`src/rtl/list_frame_pkg.sv`:
```
package list_frame_pkg;
  // strobes from the control FSM to the datapath
  typedef struct packed {
    logic push;      // write elemData into the buffer
    logic pop;       // advance the drain pointer
    logic clear;     // empty the buffer after a frame
    logic levelUp;   // a list opened
    logic levelDown; // a list closed
    logic selHdr;    // drive a header with the buffered count
    logic selEmpty;  // drive a zero-count header
  } serStrobe_t;

  localparam int unsigned CountBits = 16;
  localparam int unsigned LevelBits = 8;
endpackage

```
`src/rtl/list_frame_dp.sv`:
```
module list_frame_dp
  import list_frame_pkg::*;
#(
  parameter int unsigned DATA_W    = 32,
  parameter int unsigned MAX_FRAME = 4
) (
  input  logic              clk,
  input  logic              rstN,
  input  serStrobe_t        stb,
  input  logic [DATA_W-1:0] elemData,
  output logic [DATA_W-1:0] phitData,
  output logic              bufEmpty,
  output logic              bufFull,
  output logic              rdLast,
  output logic              levelZero
);
  localparam int unsigned CW = $clog2(MAX_FRAME + 1);
  localparam int unsigned AW = (MAX_FRAME > 1) ? $clog2(MAX_FRAME) : 1;

  logic [DATA_W-1:0]    mem [MAX_FRAME];
  logic [CW-1:0]        wrCnt;
  logic [CW-1:0]        rdPtr;
  logic [LevelBits-1:0] level;

  always_ff @(posedge clk) begin
    if (stb.push) mem[wrCnt[AW-1:0]] <= elemData;
  end

  always_ff @(posedge clk) begin
    if (!rstN) begin
      wrCnt <= '0;
      rdPtr <= '0;
      level <= '0;
    end else begin
      if (stb.clear) begin
        wrCnt <= '0;
        rdPtr <= '0;
      end else begin
        if (stb.push) wrCnt <= wrCnt + 1'b1;
        if (stb.pop)  rdPtr <= rdPtr + 1'b1;
      end
      if (stb.levelUp)        level <= level + 1'b1;
      else if (stb.levelDown) level <= level - 1'b1;
    end
  end

  assign bufEmpty  = (wrCnt == '0);
  assign bufFull   = (wrCnt == CW'(MAX_FRAME));
  assign rdLast    = (rdPtr == wrCnt - 1'b1);
  assign levelZero = (level == '0);

  always_comb begin
    phitData = '0;
    if (stb.selHdr) begin
      phitData[CountBits-1:0]                   = CountBits'(wrCnt);
      phitData[CountBits+LevelBits-1:CountBits] = level;
    end else if (stb.selEmpty) begin
      phitData[CountBits+LevelBits-1:CountBits] = level;
    end else begin
      phitData = mem[rdPtr[AW-1:0]];
    end
  end


  no_overflow_chk: assert property (@(posedge clk) disable iff (!rstN)
    stb.push |-> !bufFull);

  no_empty_data_frame_chk: assert property (@(posedge clk) disable iff (!rstN)
    stb.selHdr |-> !bufEmpty);

  no_term_at_top_chk: assert property (@(posedge clk) disable iff (!rstN)
    stb.selEmpty |-> !levelZero);

  drain_empties_chk: assert property (@(posedge clk) disable iff (!rstN)
    (stb.pop && rdLast) |=> bufEmpty);
endmodule

```
`src/rtl/list_frame_ctrl.sv`:
```
module list_frame_ctrl
  import list_frame_pkg::*;
(
  input  logic       clk,
  input  logic       rstN,
  input  logic       elemValid,
  input  logic       elemOpen,
  input  logic       elemClose,
  output logic       elemReady,
  output logic       phitValid,
  input  logic       phitReady,
  input  logic       bufEmpty,
  input  logic       bufFull,
  input  logic       rdLast,
  input  logic       levelZero,
  output serStrobe_t stb
);
  typedef enum logic [1:0] {Collect, SendHdr, SendData, SendEmpty} state_t;
  state_t state, stateNext;

  logic needFlush;
  assign needFlush = elemValid && (elemOpen || elemClose) && !bufEmpty;

  always_comb begin
    stb       = '0;
    stateNext = state;
    elemReady = 1'b0;
    phitValid = 1'b0;
    unique case (state)
      Collect: begin
        if (bufFull || needFlush) begin
          stateNext = SendHdr;
        end else begin
          elemReady = 1'b1;
          if (elemValid) begin
            if (elemOpen) begin
              stb.levelUp = 1'b1;
            end else if (elemClose) begin
              if (!levelZero) stateNext = SendEmpty;
            end else begin
              stb.push = !levelZero;
            end
          end
        end
      end
      SendHdr: begin
        phitValid  = 1'b1;
        stb.selHdr = 1'b1;
        if (phitReady) stateNext = SendData;
      end
      SendData: begin
        phitValid = 1'b1;
        if (phitReady) begin
          stb.pop = 1'b1;
          if (rdLast) begin
            stb.clear = 1'b1;
            stateNext = Collect;
          end
        end
      end
      SendEmpty: begin
        phitValid    = 1'b1;
        stb.selEmpty = 1'b1;
        if (phitReady) begin
          stb.levelDown = 1'b1;
          stateNext     = Collect;
        end
      end
      default: stateNext = Collect;
    endcase
  end

  always_ff @(posedge clk) begin
    if (!rstN) state <= Collect;
    else       state <= stateNext;
  end


  open_only_when_empty_chk: assert property (@(posedge clk) disable iff (!rstN)
    (elemValid && elemReady && elemOpen) |=> !phitValid || $past(bufEmpty));
endmodule

```
`src/rtl/list_frame_ser.sv`:
```
module list_frame_ser
  import list_frame_pkg::*;
#(
  parameter int unsigned DATA_W    = 32,
  parameter int unsigned MAX_FRAME = 4
) (
  input  logic              clk,
  input  logic              rstN,
  input  logic              elemValid,
  output logic              elemReady,
  input  logic              elemOpen,
  input  logic              elemClose,
  input  logic [DATA_W-1:0] elemData,
  output logic              phitValid,
  input  logic              phitReady,
  output logic [DATA_W-1:0] phitData
);
  serStrobe_t stb;
  logic bufEmpty, bufFull, rdLast, levelZero;

  list_frame_ctrl ctrl_i (
    .clk(clk), .rstN(rstN),
    .elemValid(elemValid), .elemOpen(elemOpen), .elemClose(elemClose),
    .elemReady(elemReady), .phitValid(phitValid), .phitReady(phitReady),
    .bufEmpty(bufEmpty), .bufFull(bufFull), .rdLast(rdLast),
    .levelZero(levelZero), .stb(stb)
  );

  list_frame_dp #(.DATA_W(DATA_W), .MAX_FRAME(MAX_FRAME)) dp_i (
    .clk(clk), .rstN(rstN), .stb(stb), .elemData(elemData),
    .phitData(phitData), .bufEmpty(bufEmpty), .bufFull(bufFull),
    .rdLast(rdLast), .levelZero(levelZero)
  );


  hold_under_stall_chk: assert property (@(posedge clk) disable iff (!rstN)
    (phitValid && !phitReady) |=> (phitValid && $stable(phitData)));

  stall_input_while_drain_chk: assert property (@(posedge clk) disable iff (!rstN)
    phitValid |-> !elemReady);
endmodule

```
`config.mk`:
```
export PLATFORM = sky130hd
export DESIGN_NAME = list_frame_ser
export DESIGN_NICKNAME = d
export VERILOG_FILES = /design/src/rtl/list_frame_pkg.sv /design/src/rtl/list_frame_dp.sv /design/src/rtl/list_frame_ctrl.sv /design/src/rtl/list_frame_ser.sv
export SDC_FILE = /design/constraint.sdc
export NUM_CORES = 1
export LEC_CHECK = 0
export ABC_CLOCK_PERIOD_IN_PS = 5100
export BUFFER_PORTS_ARGS = -buffer_cell sky130_fd_sc_hd__buf_2
export CORE_MARGIN = 1
export CORE_UTILIZATION = 43
export CTS_CLUSTER_SIZE = 25
export DETAILED_ROUTE_END_ITERATION = 7
export PLACE_DENSITY = 0.6
export SLEW_MARGIN = 20
export SYNTH_ARGS = -nofsm -noshare
export SYNTH_HDL_FRONTEND = slang
export SYNTH_HIERARCHICAL = 1
export SYNTH_SLANG_ARGS = --single-unit
```
`constraint.sdc`:
```
create_clock -name clk -period 5.1 [get_ports clk]
set_clock_uncertainty 0.05 [all_clocks]
set_input_delay 0.255 -clock clk [delete_from_list [all_inputs] [get_ports clk]]
set_output_delay 0.255 -clock clk [all_outputs]
set_load 0.1 [all_outputs]
```
==> impl_metrics.yaml <==
detailed_routing:
  via_per_inst: 5.23
  detail_route.wirelength_um: 11800
  vias: 3305
  first_pass_iters: 4
  antenna_left: 0
  wl_per_cell_um: 18.7
  drtIter0Drc: 138
  drcViolationCount: 0
synth:
  postSynthCellCount: 346
  synthArstFlopShare: 0
  synthTopCellsByArea: "edfxtp_1 63%, mux4_2 9.2%, dfxtp_1 5.9%, and2_1 3.1%, mux4_1 3.0%"
  avgSynthCellArea_um2: 17.8
  yosysWarnings: 6
  yosysTopAreaCell: "edfxtp_1"
  synth.cells.most_frequent: "128 x edfxtp_1, 30 x and2_1, 25 x mux4_2"
  yosysSeqAreaShare: 0.684
  synth_seq_cells: 146
  netlist_area_um2: 6150
  synth_edf_count: 128
  synth_most_common_cell: "edfxtp_1"
  synth-main-ff-cell: "edfxtp_1"
  synth_top_area_share: 0.625
  ys_types: 54
  synth_nets: 397
pwr:
  power_frac_seq: 0.354
  combPwrFrac: 0.359
  p_leak_nw: 2.57
  switching_power_mw: 1.63
  p_clk_frac: 0.287
  powerDensity_nw_per_um2: 549
  ir_drop_uv: 342
  intPower_mw: 2.41
  p_sw_frac: 0.404
timing:
  finalSetupViolCount: 0
  hold_viol: 0
  whs_ns: 0.0155
  fin_setup_tns_ns: 0
  maxSlewHeadroom: 0.359
  min_period_over_period: 0.696
  max_clock_freq_mhz: 282
  tightest_slew_ns: 0.961
  rsz0062_at_grt: "false"
  finalMaxSlewViolations: 0
  period_needed_ns: 3.55
global_route:
  grt_first_pass_wirelength_um: 18700
  grt_max_degree: 34
  antenna_found_initial: 0
  grt_pass1_vias: 3510
  overflow: 0
  grt_use_total: 0.175
critical_path:
  arrival_ns: 3.80
  max_stage_delay_ns: 0.45
  cp_slowest_cell: "dfxtp_1"
  end_kind: "flop"
  cp_cell_sequence: "inv_1, ha_1, and2_1, nor3_2, nand2_1, nor2_1, inv_1, ha_1, a21oi_1, a21oi_1, a211o_1, or3_1, and3_1"
  cp.required_ns: 5.35
  cp_max_fo: 9
  crit_type: "reg -> reg"
  setup.worst_path.start_class: "flop"
run:
  cap_violations: 0
floorplanning:
  ios: 72
  die-area_um2: 14800
  coreArea_um2: 13900
  initial_core_util: 0.441
  die_w_um: 122
  row_count: 43
  die_h_um: 122
layout:
  multiInputGateArea_um2: 1860
  antenna_cells: 0
  final_cells: 632
  ff_latch_area_um2: 4210
  fin_nets: 490
  fill_cells: 1131
  drive_gt1_frac: 0.336
  syn_to_final_growth_pct: 20.0
clock_tree:
  cts.reportedPaths.clkPinSlew_ns: 0.06
  numClockSinks: 146
  cts_tree: "done"
  cts_made_buffers: 17
  cts_htree_levels: 4
  clockBufferDepth: 2
  cts_setup_buffers: 0
  insertion_delay_ns: 0.40
  root_buffer: "clkbuf_16"
placement:
  port_buffers: 71
  place.gp.congestion: 0.821
  dp_hpwl_um: 7030
  dp.cells: 586
outcome:
  status: "finished, final reports clean"
worst_hold_path:
  min_path_type: "in -> reg"
## cell type report
type / count / share of cell area
sequential: 146 / 0.570
timing repair buffer: 87 / 0.0692
clock buffer: 18 / 0.0582
multi-input combinational: 182 / 0.252
inverter: 5 / 0.00254
tap: 180 / 0.0305
clock inverter: 14 / 0.0176
## path summary, 6_finish.rpt
path                                     from              end  slack, ns  cells after the start
worst max-delay path            dp_i/wrCnt[0]    dp_i/level[7]       1.55                     13
worst min-delay path             elemData[28]  dp_i/mem[2][28]       0.02                      1
worst max register to register  dp_i/wrCnt[0]    dp_i/level[7]       1.55                     13
worst min register to register  dp_i/rdPtr[2]    dp_i/rdPtr[2]       0.49                      2
## stage by stage
step | util | power, mW | setup slack, ns | cell area [um2]
2_1_floorplan | - | 2.67 | 2.10 | 6150
3_3_place_gp | 0.479 | 2.90 | 1.67 | 6680
3_5_place_dp | 0.479 | 2.91 | 1.57 | 6680
4_1_cts | 0.529 | 4.09 | 1.58 | 7370
5_1_grt | 0.529 | 4.22 | 1.16 | 7380
6_report | 0.529 | 4.05 | 1.55 | 7380
## sequential cells by signal (all words and copies together) (netlist names), named ones only
name and flops:
ctrl_i/state 2, dp_i/level 8, dp_i/mem 128, dp_i/rdPtr 3
dp_i/wrCnt 3
## power groups by stage
| stage | clock [mW] | combinational [mW] | sequential (mW) |
|---|---|---|---|
| finish | 1.16 | 1.45 | 1.43 |
| global route | 1.23 | 1.54 | 1.45 |
| CTS | 1.19 | 1.46 | 1.44 |
| detailed placement | 0 | 1.45 | 1.46 |
| global placement | 0 | 1.44 | 1.46 |
| floorplan | 0 | 1.24 | 1.43 |
## kinds of logic after synthesis
| group | Yosys count | share of synthesized area |
|---|---|---|
| AOI/OAI and AO/OA | 33 | 0.0362 |
| xor gates and xnor gates | 12 | 0.0171 |
| and+or+nand+nor | 81 | 0.0786 |
| buffers and inverters | 18 | 0.0157 |
| muxes | 43 | 0.141 |
| adders and majority gates | 13 | 0.0277 |
| DFF | 146 | 0.684 |
## cell usage in the layout (no fill, tap or decap), types with 8 or more instances in the layout
cell             n
o21ai_0          9
mux2_2           8
edfxtp_1       128
ha_1            12
nand2_1         10
mux4_2          25
dlygate4sd3_1   14
nor2_1          12
and2_1          26
clkbuf_16       17
xnor2_1          9
dfxtp_1         16
buf_2           71
## worst max-delay path: cells and delay by family (launching register included)
kind,cells,cell delay (ns)
buffers and inverters,2,0.42
AOI/OAI and AO/OA,3,0.54
and+or+nand+nor,6,1.32
adders and majority gates,2,0.68
DFF,1,0.45
## timing repair
item / in CTS / in global routing
resized for setup: 0 / 0
hold buffers: 13 / 1
endpoints found under the hold margin: 49 / 2
## routing by layer
layer,vias up,wire (um),global-route usage
met2,69,5880,0.288
met5,-,0,0
met1,1665,5300,0.220
li1,1564,-,-
met3,7,567,0.0595
met4,0,92,0.0494
No activity file was read; power rests on OpenSTA's default activity.
